==> src/rtl/uart_refclk_pkg.sv <==
package uart_refclk_pkg;
  localparam int LO_W      = 4;
  localparam int MID_W     = 4;
  localparam int HI_W      = 3;
  localparam int LO_OFS    = 6;
  localparam int MID_OFS   = 21;
  localparam int HI_OFS    = 36;
  localparam int N_ALLZERO = 44;
  localparam int CNT_W     = $clog2(N_ALLZERO + 2);

  typedef enum logic [1:0] {
    SRC_PERIPH  = 2'b00,
    SRC_DIV     = 2'b01,
    SRC_EXT     = 2'b10,
    SRC_EXT_ALT = 2'b11
  } src_e;
endpackage

==> src/rtl/urd_decode.sv <==
module urd_decode #(
  parameter int LO_W      = 4,
  parameter int MID_W     = 4,
  parameter int HI_W      = 3,
  parameter int LO_OFS    = 6,
  parameter int MID_OFS   = 21,
  parameter int HI_OFS    = 36,
  parameter int N_ALLZERO = 44,
  parameter int CNT_W     = 6
) (
  input  logic [LO_W-1:0]  lo_i,
  input  logic [MID_W-1:0] mid_i,
  input  logic [HI_W-1:0]  hi_i,
  output logic [CNT_W-1:0] n_o,
  output logic             err_o
);
  logic lo_nz, mid_nz, hi_nz;

  always_comb begin
    lo_nz  = |lo_i;
    mid_nz = |mid_i;
    hi_nz  = |hi_i;
    err_o  = (lo_nz & mid_nz) | (lo_nz & hi_nz) | (mid_nz & hi_nz);
    if (lo_nz) begin
      n_o = CNT_W'(lo_i) + CNT_W'(LO_OFS);
    end else if (mid_nz) begin
      n_o = CNT_W'(mid_i) + CNT_W'(MID_OFS);
    end else if (hi_nz) begin
      n_o = CNT_W'(hi_i) + CNT_W'(HI_OFS);
    end else begin
      n_o = CNT_W'(N_ALLZERO);
    end
  end
endmodule

==> src/rtl/urd_core.sv <==
module urd_core #(
  parameter int CNT_W     = 6,
  parameter int N_ALLZERO = 44,
  parameter int N_MIN     = 7
) (
  input  logic             clk,
  input  logic             rst_n,
  input  logic             en_i,
  input  logic [CNT_W-1:0] n_i,
  output logic             div_clk_o,
  output logic             tick_o
);
  logic [CNT_W-1:0] cnt_q, cnt_d;
  logic [CNT_W-1:0] n_q, n_d;
  logic             clk_q, clk_d;
  logic             wrap;
  logic [CNT_W-1:0] half_d;

  // next-state
  always_comb begin
    wrap = (cnt_q == (n_q - CNT_W'(1)));
    if (!en_i) begin
      cnt_d = '0;
      n_d   = n_i;
    end else if (wrap) begin
      cnt_d = '0;
      n_d   = n_i;
    end else begin
      cnt_d = cnt_q + CNT_W'(1);
      n_d   = n_q;
    end
    half_d = (n_d + CNT_W'(1)) >> 1;
    clk_d  = en_i & (cnt_d < half_d);
  end

  // registers
  always_ff @(posedge clk or negedge rst_n) begin
    if (!rst_n) begin
      cnt_q <= '0;
      n_q   <= CNT_W'(N_ALLZERO);
      clk_q <= 1'b0;
    end else begin
      cnt_q <= cnt_d;
      n_q   <= n_d;
      clk_q <= clk_d;
    end
  end

  assign div_clk_o = clk_q;
  assign tick_o    = en_i & wrap;

  // counter never reaches the latched divisor
  a_r6_cnt_bound: assert property (@(posedge clk) disable iff (!rst_n)
    cnt_q < n_q);
  // latched divisor stays within the legal span
  a_r4_n_range: assert property (@(posedge clk) disable iff (!rst_n)
    (n_q >= CNT_W'(N_MIN)) && (n_q <= CNT_W'(N_ALLZERO)));
  // after a tick the count restarts and the high phase begins
  a_r7_tick_restart: assert property (@(posedge clk) disable iff (!rst_n)
    tick_o |=> (cnt_q == '0) && clk_q);
  // divisor only changes at a wrap or while disabled
  a_r8_divisor_hold: assert property (@(posedge clk) disable iff (!rst_n)
    (en_i && !tick_o) |=> $stable(n_q));
  // disabled means low output and zero count
  a_r9_disabled_idle: assert property (@(posedge clk) disable iff (!rst_n)
    !en_i |=> (cnt_q == '0) && !clk_q);
endmodule

==> src/rtl/urd_srcmux.sv <==
module urd_srcmux
  import uart_refclk_pkg::*;
(
  input  logic [1:0] sel_i,
  input  logic       periph_i,
  input  logic       div_i,
  input  logic       ext_i,
  output logic       clk_o
);
  always_comb begin
    case (src_e'(sel_i))
      SRC_PERIPH: clk_o = periph_i;
      SRC_DIV:    clk_o = div_i;
      default:    clk_o = ext_i;
    endcase
  end
endmodule

==> src/rtl/uart_refclk_div.sv <==
module uart_refclk_div
  import uart_refclk_pkg::*;
#(
  parameter int P_LO_W      = LO_W,
  parameter int P_MID_W     = MID_W,
  parameter int P_HI_W      = HI_W,
  parameter int P_LO_OFS    = LO_OFS,
  parameter int P_MID_OFS   = MID_OFS,
  parameter int P_HI_OFS    = HI_OFS,
  parameter int P_N_ALLZERO = N_ALLZERO
) (
  input  logic               clk_fast,
  input  logic               rst_n,
  input  logic               clk_periph,
  input  logic               clk_ext,
  input  logic [P_LO_W-1:0]  div_lo,
  input  logic [P_MID_W-1:0] div_mid,
  input  logic [P_HI_W-1:0]  div_hi,
  input  logic               div_en,
  input  logic [1:0]         src_sel,
  output logic               ref_clk,
  output logic               ref_tick,
  output logic               cfg_err
);
  localparam int P_CNT_W = $clog2(P_N_ALLZERO + 2);
  localparam int P_N_MIN = P_LO_OFS + 1;

  logic             rst_s1_q, rst_s2_q;
  logic             rst_int_n;
  logic [P_CNT_W-1:0] n_dec;
  logic             div_clk;
  logic             div_tick;

  // reset: asserted asynchronously, released on the clock
  always_ff @(posedge clk_fast or negedge rst_n) begin
    if (!rst_n) begin
      rst_s1_q <= 1'b0;
      rst_s2_q <= 1'b0;
    end else begin
      rst_s1_q <= 1'b1;
      rst_s2_q <= rst_s1_q;
    end
  end
  assign rst_int_n = rst_s2_q;

  urd_decode #(
    .LO_W(P_LO_W), .MID_W(P_MID_W), .HI_W(P_HI_W),
    .LO_OFS(P_LO_OFS), .MID_OFS(P_MID_OFS), .HI_OFS(P_HI_OFS),
    .N_ALLZERO(P_N_ALLZERO), .CNT_W(P_CNT_W)
  ) u_decode (
    .lo_i(div_lo), .mid_i(div_mid), .hi_i(div_hi),
    .n_o(n_dec), .err_o(cfg_err)
  );

  urd_core #(
    .CNT_W(P_CNT_W), .N_ALLZERO(P_N_ALLZERO), .N_MIN(P_N_MIN)
  ) u_core (
    .clk(clk_fast), .rst_n(rst_int_n), .en_i(div_en), .n_i(n_dec),
    .div_clk_o(div_clk), .tick_o(div_tick)
  );

  urd_srcmux u_mux (
    .sel_i(src_sel), .periph_i(clk_periph), .div_i(div_clk),
    .ext_i(clk_ext), .clk_o(ref_clk)
  );

  assign ref_tick = div_tick & (src_sel == SRC_DIV);

  // tick only accompanies the divided source
  a_r10_tick_src: assert property (@(posedge clk_fast) disable iff (!rst_int_n)
    ref_tick |-> (src_sel == 2'b01));
endmodule

==> config.mk <==
export PLATFORM = sky130hd
export DESIGN_NAME = uart_refclk_div
export DESIGN_NICKNAME = d
export VERILOG_FILES = /design/src/rtl/uart_refclk_pkg.sv /design/src/rtl/urd_decode.sv /design/src/rtl/urd_core.sv /design/src/rtl/urd_srcmux.sv /design/src/rtl/uart_refclk_div.sv
export SDC_FILE = /design/constraint.sdc
export NUM_CORES = 1
export LEC_CHECK = 0
export BUFFER_PORTS_ARGS = -buffer_cell sky130_fd_sc_hd__buf_4
export CAP_MARGIN = 20
export CORE_MARGIN = 4
export CORE_UTILIZATION = 60
export DETAILED_ROUTE_END_ITERATION = 12
export PLACE_DENSITY = 0.84
export SYNTH_ARGS = -nofsm -noshare
export SYNTH_HDL_FRONTEND = slang
export SYNTH_SLANG_ARGS = --single-unit
==> constraint.sdc <==
create_clock -name clk_fast -period 4.33 [get_ports clk_fast]
set_input_delay 0.866 -clock clk_fast [delete_from_list [all_inputs] [get_ports clk_fast]]
set_output_delay 0.866 -clock clk_fast [all_outputs]
set_load 0.01 [all_outputs]
Word-level counts from Yosys, hierarchy flattened
Index checks and enable logic that the tools add are counted.

storage, ports and cells
  register bits after elaboration = 15
  latch bits = 0
  memory bits (writable) = 0
  ROM bits = 0
  input port bits = 18
  output and inout port bits = 3
  word-level logic and storage cells = 34
  memories kept = 0

cells by class
  add/subtract/negate cells = 6
  multipliers = 0
  divide/modulo/power cells = 0
  order comparisons = 1
  equal/unequal tests = 2
  shifts and indexed selects = 0
  muxes and demuxes = 8
  bitwise operators = 8
  reduce and logical (&&, ||, !) cells = 4

operator list
  operator             number
  $mux 6               7
  $add 6x1->6 const B  2
  $reduce_or 4->1      2
  $add 3x6->6 const B  1
  $add 4x5->6 const B  1
  $and 1x1->1          6
  $eq 6x6->1           1
  $lt 6x5->1           1
  $sub 6x1->6 const B  1
  $add 4x3->5 const B  1
  $reduce_or 3->1      1
  $eq 2x1->1 const B   1
  $logic_not 2->1      1
  $or 1x1->1           2
  $pmux 1 s2           1

Logic depth before layout (Yosys ltp)
  depth after elaboration = 9
  depth in mapped cells = 17
  gate-level depth less buffers = 15

Modules after synthesis
Synthesis repeated with hierarchy kept, for this count alone.

second synthesis, totals
  cell total of the unflattened synthesis = 149
  area, all modules = 1337.5 um^2

by module, submodules not included
  module           instances  cells each  area an instance (um^2)  sequential area each (um^2)
  urd_core         1          103         982.2                    329.1
  urd_decode       1          39          274.0                    0.0
  uart_refclk_div  1          4           62.6                     50.0
  urd_srcmux       1          3           18.8                     0.0

Worst setup path before layout
Ideal clock, no wire load.

  path type = input to register
  start point = input div_mid[0]
  end point = register u_core.clk_q (netlist: u_core.div_clk_o)
  library setup time = 0.082 ns
  data arrival time = 3.486 ns
  required time = 4.248 ns
  setup slack = 0.762 ns
  stages on the path = 15
  path buffers = 1
  cell sequence = inv_1 ha_1 or3b_1 buf_6 mux2_4 a21oi_4 nor2b_2 and3_1 o21ai_2 xor2_1 ha_1 and3_1 a221oi_1 o21ai_0 a31oi_1

between the ends
  longest elaborated chain between the ends = 8
  elaborated cells between the ends (all ways) = 9
  those cells by class = add/sub: 2; order compare: 1; mux: 4; bitwise: 1; reduce/logical: 1

ends and longest elaborated chain
  item                                                   line                                RTL
  start: declaration                                     uart_refclk_div.sv:17               input logic [P_MID_W-1:0] div_mid,
  $add 4x5->6 / $reduce_or 4->1 (equally long branches)  urd_decode.sv:27, urd_decode.sv:21
  $mux 6 *                                               urd_decode.sv:26                    end else if (mid_nz) begin
  $mux 6 *                                               urd_decode.sv:24                    if (lo_nz) begin
  $mux 6                                                 urd_core.sv:25                      end else if (wrap) begin
  $mux 6 *                                               urd_core.sv:22                      if (!en_i) begin
  $add 6x1->6 *                                          urd_core.sv:32                      half_d = (n_d + CNT_W'(1)) >> 1;
  $lt 6x5->1 *                                           urd_core.sv:33                      clk_d = en_i & (cnt_d < half_d);
  $and 1x1->1 *                                          urd_core.sv:33
  net u_core.clk_d                                       urd_core.sv:15                      logic clk_q, clk_d;
  end signal: assignment                                 urd_core.sv:45                      clk_q <= clk_d;
  end: declaration                                       urd_core.sv:15

The timed path passes the listed nets; every way through them passes the cells marked *.

Final worst setup path
  start point = register u_core.n_q[0]
  end point = register u_core.clk_q (netlist: u_core.div_clk_o)

between the ends
  longest elaborated chain between the ends = 7
  elaborated cells between the ends (all ways) = 9
  those cells by class = add/sub: 2; order compare: 1; eq/ne: 1; mux: 4; bitwise: 1

ends and longest elaborated chain
  item                      line            RTL
  start: declaration        urd_core.sv:14  logic [CNT_W-1:0] n_q, n_d;
  start signal: assignment  urd_core.sv:40  n_q <= CNT_W'(N_ALLZERO);
  start signal: assignment  urd_core.sv:44  n_q <= n_d;
  $sub 6x1->6               urd_core.sv:21  wrap = (cnt_q == (n_q - CNT_W'(1)));
  $eq 6x6->1                urd_core.sv:21
  $mux 6                    urd_core.sv:25
  $mux 6                    urd_core.sv:22
  net u_core.n_d[1]         urd_core.sv:14
  $add 6x1->6               urd_core.sv:32
  $lt 6x5->1                urd_core.sv:33
  $and 1x1->1               urd_core.sv:33
  net u_core.clk_d          urd_core.sv:15

The timed path passes the listed nets, and every way through them passes these cells.

==> results.md <==
Floorplanning:
- The number of primary I/O pins is 21.
- The floorplan core area is 0.00198 mm^2.
- The floorplan has 16 rows.
- For this configuration, the core starts out at a cell density of 0.641.
- Measured along the y axis, the die boundary spans 54.0 um.
- The width of the chip is 54.0 um.
- The area of the die is 0.00292 mm^2.

Global routing:
- In the global route stage, overall resource usage came out at 0.219.
- The initial antenna violation count is 0.
- The first-pass GRT wire length is 4650 um.
- The largest net degree at the start of global routing is 16.
- The via count of the first global-routing pass is 1054.
- For this run the aggregate overflow at the end of global routing stands at 0.

Logic synthesis:
- Among all flip-flop cells after synthesis, the most frequent one is sky130_fd_sc_hd__dfrtp_1.
- Synthesis produced a netlist whose cell count is 139.
- The parity-gate share of the synthesized area counting xor and xnor cells is 0.109.
- The register bit count reported by yosys is 15.
- The synthesized-area fraction occupied by ao, oa, aoi and oai cells is 0.161.
- The summed instance area of the synthesized netlist is 0.00127 mm^2.
- Measured against the total synthesized area, the mux share comes to 0.0739.
- The post-synthesis async set-or-reset flop share is 1.00.
- When the netlist entered floorplanning its net count stood at 167.
- The part of the Yosys area used for sequential elements is 0.299.
- Synthesis instantiated 49 different standard cells from the library.
- The Yosys step of the flow raised 0 warnings.
- Of the total synthesized cell area, the portion taken by AND, OR, NAND and NOR gates is 0.217.
- The synthesized design contains 0 enable-type register cells.
- A synthesized cell averages 9.14 um^2.
- The adder-cell share of the synthesized area is 0.0985.
- The largest family of logic cells by synthesized area is simple AND/OR/NAND/NOR gates.

Worst setup path:
- For the worst setup path, the data arrival time is 3.96 ns.
- Walking the worst path, the cells encountered are inv_1 > ha_1 > xor2_1 > o2111ai_1 > o21ai_2 > o21ai_0 > ha_1 > nand2_1 > xor2_1 > ha_1 > and3_1 > a221oi_1 > o21ai_0 > a31oi_1.
- The most repeated library cell on the critical path is sky130_fd_sc_hd__ha_1.
- The slowest stage of the critical path belongs to the cell sky130_fd_sc_hd__o21ai_2.
- In this run the worst setup path begins at u_core.n_q[0].
- The critical path data required time is 4.53 ns.
- The class of the most critical setup path is register to register.
- Together, buffers and inverters on the worst path number 1.
- The kind of cell adding the most delay to the critical path is compound AO/OA/AOI/OAI gates.
- The worst setup path is launched from a register.
- In this design, the stage delay of the slowest critical-path cell is 0.61 ns.
- STA classifies the critical path endpoint as a register.
- The largest fanout of any net on the critical path is 15.
- The reg-to-reg startpoint is u_core.n_q[0].

Clock network:
- The TritonCTS clock tree is built.
- The number of buffers inserted during clock tree synthesis is 3.
- Clock tree synthesis selected as its root buffer the cell sky130_fd_sc_hd__clkbuf_4.
- For the worst-skew pair, the clock arrives at the later sink with an insertion delay of 0.28 ns.
- The H-tree level count is 1.
- The number of resized instances in the post-cts repair step is 0.
- Once the clock tree was built, the setup fixing pass inserted 0 buffers.
- The maximum number of buffers from clock root to sink is 2.
- The clock slew at the register clock pins of the worst setup and hold paths is 0.09 ns.
- Clock tree synthesis found a total of 15 sinks.
- For this design, the CTS-stage hold fixing added 0 buffers.

STA:
- In this run the tightest slew margin relative to its limit is 0.543.
- Setup repair after global routing left no endpoint under its margin.
- The maximum clock frequency is 266 MHz.
- The final number of hold-violating endpoints is 0.
- The share of the clock period used by the worst path after layout is 0.868.
- The number of pins exceeding their max-slew limit in the final report is 0.
- At the pin with the least slew margin, the transition time is 0.685 ns.
- The clock period could shrink to 3.76 ns.
- Setup total negative slack on the finished layout was measured at 0 ns.
- Setup violations remaining at the end of the flow were counted as 0.
- Across the routed clock network, the largest skew measured is 0.00246 ns.

Place:
- The area of placed instances is 0.00144 mm^2.
- Detailed placement ended at an HPWL of 2360 um.
- The last weighted congestion value of the routability-driven placer is 0.818.
- The quantity of I/O buffers inserted on ports is 20.

Drt:
- Dividing the detail-routed wire length by the instance count gives 15.4 um.
- The final wirelength is 2890 um.
- The detail route stage leaves a number of antenna-violating nets equal to 0.
- In this run, the number of DRC markers left after iteration 0 of detailed routing was 27.
- The via count normalized by instance count is 5.85.
- Before antenna repair, the detailed router went through 4 iterations.
- The total number of vias is 1100.
- The residual DRC count is 0.

Outcome:
- The run finished with clean final reports.

Finish:
- The repair_antennas step left the layout with diodes totalling 0.
- The fill cell total of the finished layout is 147.
- After the last flow step, the layout net total stands at 190.
- The fraction of layout instances using a drive strength above 1 is 0.261.
- In the layout the commonest cells are sky130_fd_sc_hd__buf_4, sky130_fd_sc_hd__nor2_1, sky130_fd_sc_hd__dfrtp_1, sky130_fd_sc_hd__xor2_1.
- Compared with the post-synthesis result, the final layout area differs by 15.4%.
- The final core utilization is 0.739.
- The finished layout cell area is 0.00147 mm^2.
- Leaving out fill and tap cells, the most frequent cell in the layout is sky130_fd_sc_hd__buf_4.

Power:
- The largest voltage drop on the vdd net is 243 uV.
- The ratio of total power to cell area is 286 mW/mm^2.
- The leakage power summed over all cells is 0.710 nW.

Min path:
- The kind of path behind the tightest hold check is register to async pin.

Job:
- The max-cap check violation count is 0.
==> report_power, final <==
part / switching (mW) / internal, mW
clock network: 0.0464 / 0.0342
registers: 0.0236 / 0.159
logic: 0.0840 / 0.0725
==> per-stage QoR <==
stage               instances  hold WS, ns  total power, mW  setup slack (ns)
global route              188        0.273            0.447             0.305
CTS                       188        0.240            0.419             0.611
detailed placement        184        0.235            0.339             0.346
floorplan                 139        0.158            0.289             0.762
global placement          184        0.213            0.330             0.518
finish                    188        0.223            0.419             0.571
==> sequential cells by signal (all words and copies together) (netlist names) <==
signal and flops:
rst_int_n 1, rst_s1_q 1, u_core.cnt_q 6, u_core.div_clk_o 1, u_core.n_q 6
==> synth_stat cells, drive strengths merged (3+ instances only) <==
library cell	count	area (um^2)
inv	7	26.3
buf	3	23.8
a31oi	3	18.8
xor2	12	113
nand2	11	48.8
dfrtp	12	300
xnor2	3	26.3
a21oi	8	55.1
mux2	5	63.8
nand2b	3	18.8
o21ai	10	57.6
mux2i	3	30.0
nor2	14	52.6
dfstp	3	78.8
ha	10	125
nand3	3	15.0
and3	4	25.0
==> final timing paths <==
path / end / slack (ns) / depth (start not counted)
min in group clk_fast: rst_int_n / 0.36 / 0
worst min-delay path: u_core.n_q[4] / 0.22 / 0
worst min register to register: u_core.n_q[4] / 0.22 / 0
max in group asynchronous: u_core.n_q[2] / 3.74 / 0
worst max-delay path: u_core.div_clk_o / 0.57 / 14
worst max register to register: u_core.div_clk_o / 0.57 / 14
==> layer usage <==
layer	vias to the layer above	wire length, um	track usage
met1	518	1290	0.293
met3	4	212	0.0222
met5	-	0	0
met2	43	1370	0.373
li1	535	-	-
met4	0	19	0.0581
==> area by class of cell <==
type / count / area, um^2 / share of cell area
multi-input cells: 114 / 841 / 0.574
inverters: 7 / 26.3 / 0.0179
repair buffers: 21 / 158 / 0.108
clock inverters: 1 / 5.00 / 0.00342
flip-flops and latches: 15 / 379 / 0.259
well taps: 27 / 33.8 / 0.0231
clock buffers: 3 / 22.5 / 0.0154
==> kinds of logic after synthesis <==
| logic type | count (synthesis) |
|---|---|
| flip-flops | 15 |
| AND/OR/NAND/NOR | 50 |
| XOR/XNOR | 15 |
| multiplexers | 8 |
| buffers and inverters | 10 |
| other | 1 |
| adder cells (fa/ha/maj) | 10 |
| AO/OA/AOI/OAI | 30 |
No activity file was read; power rests on OpenSTA's default activity.
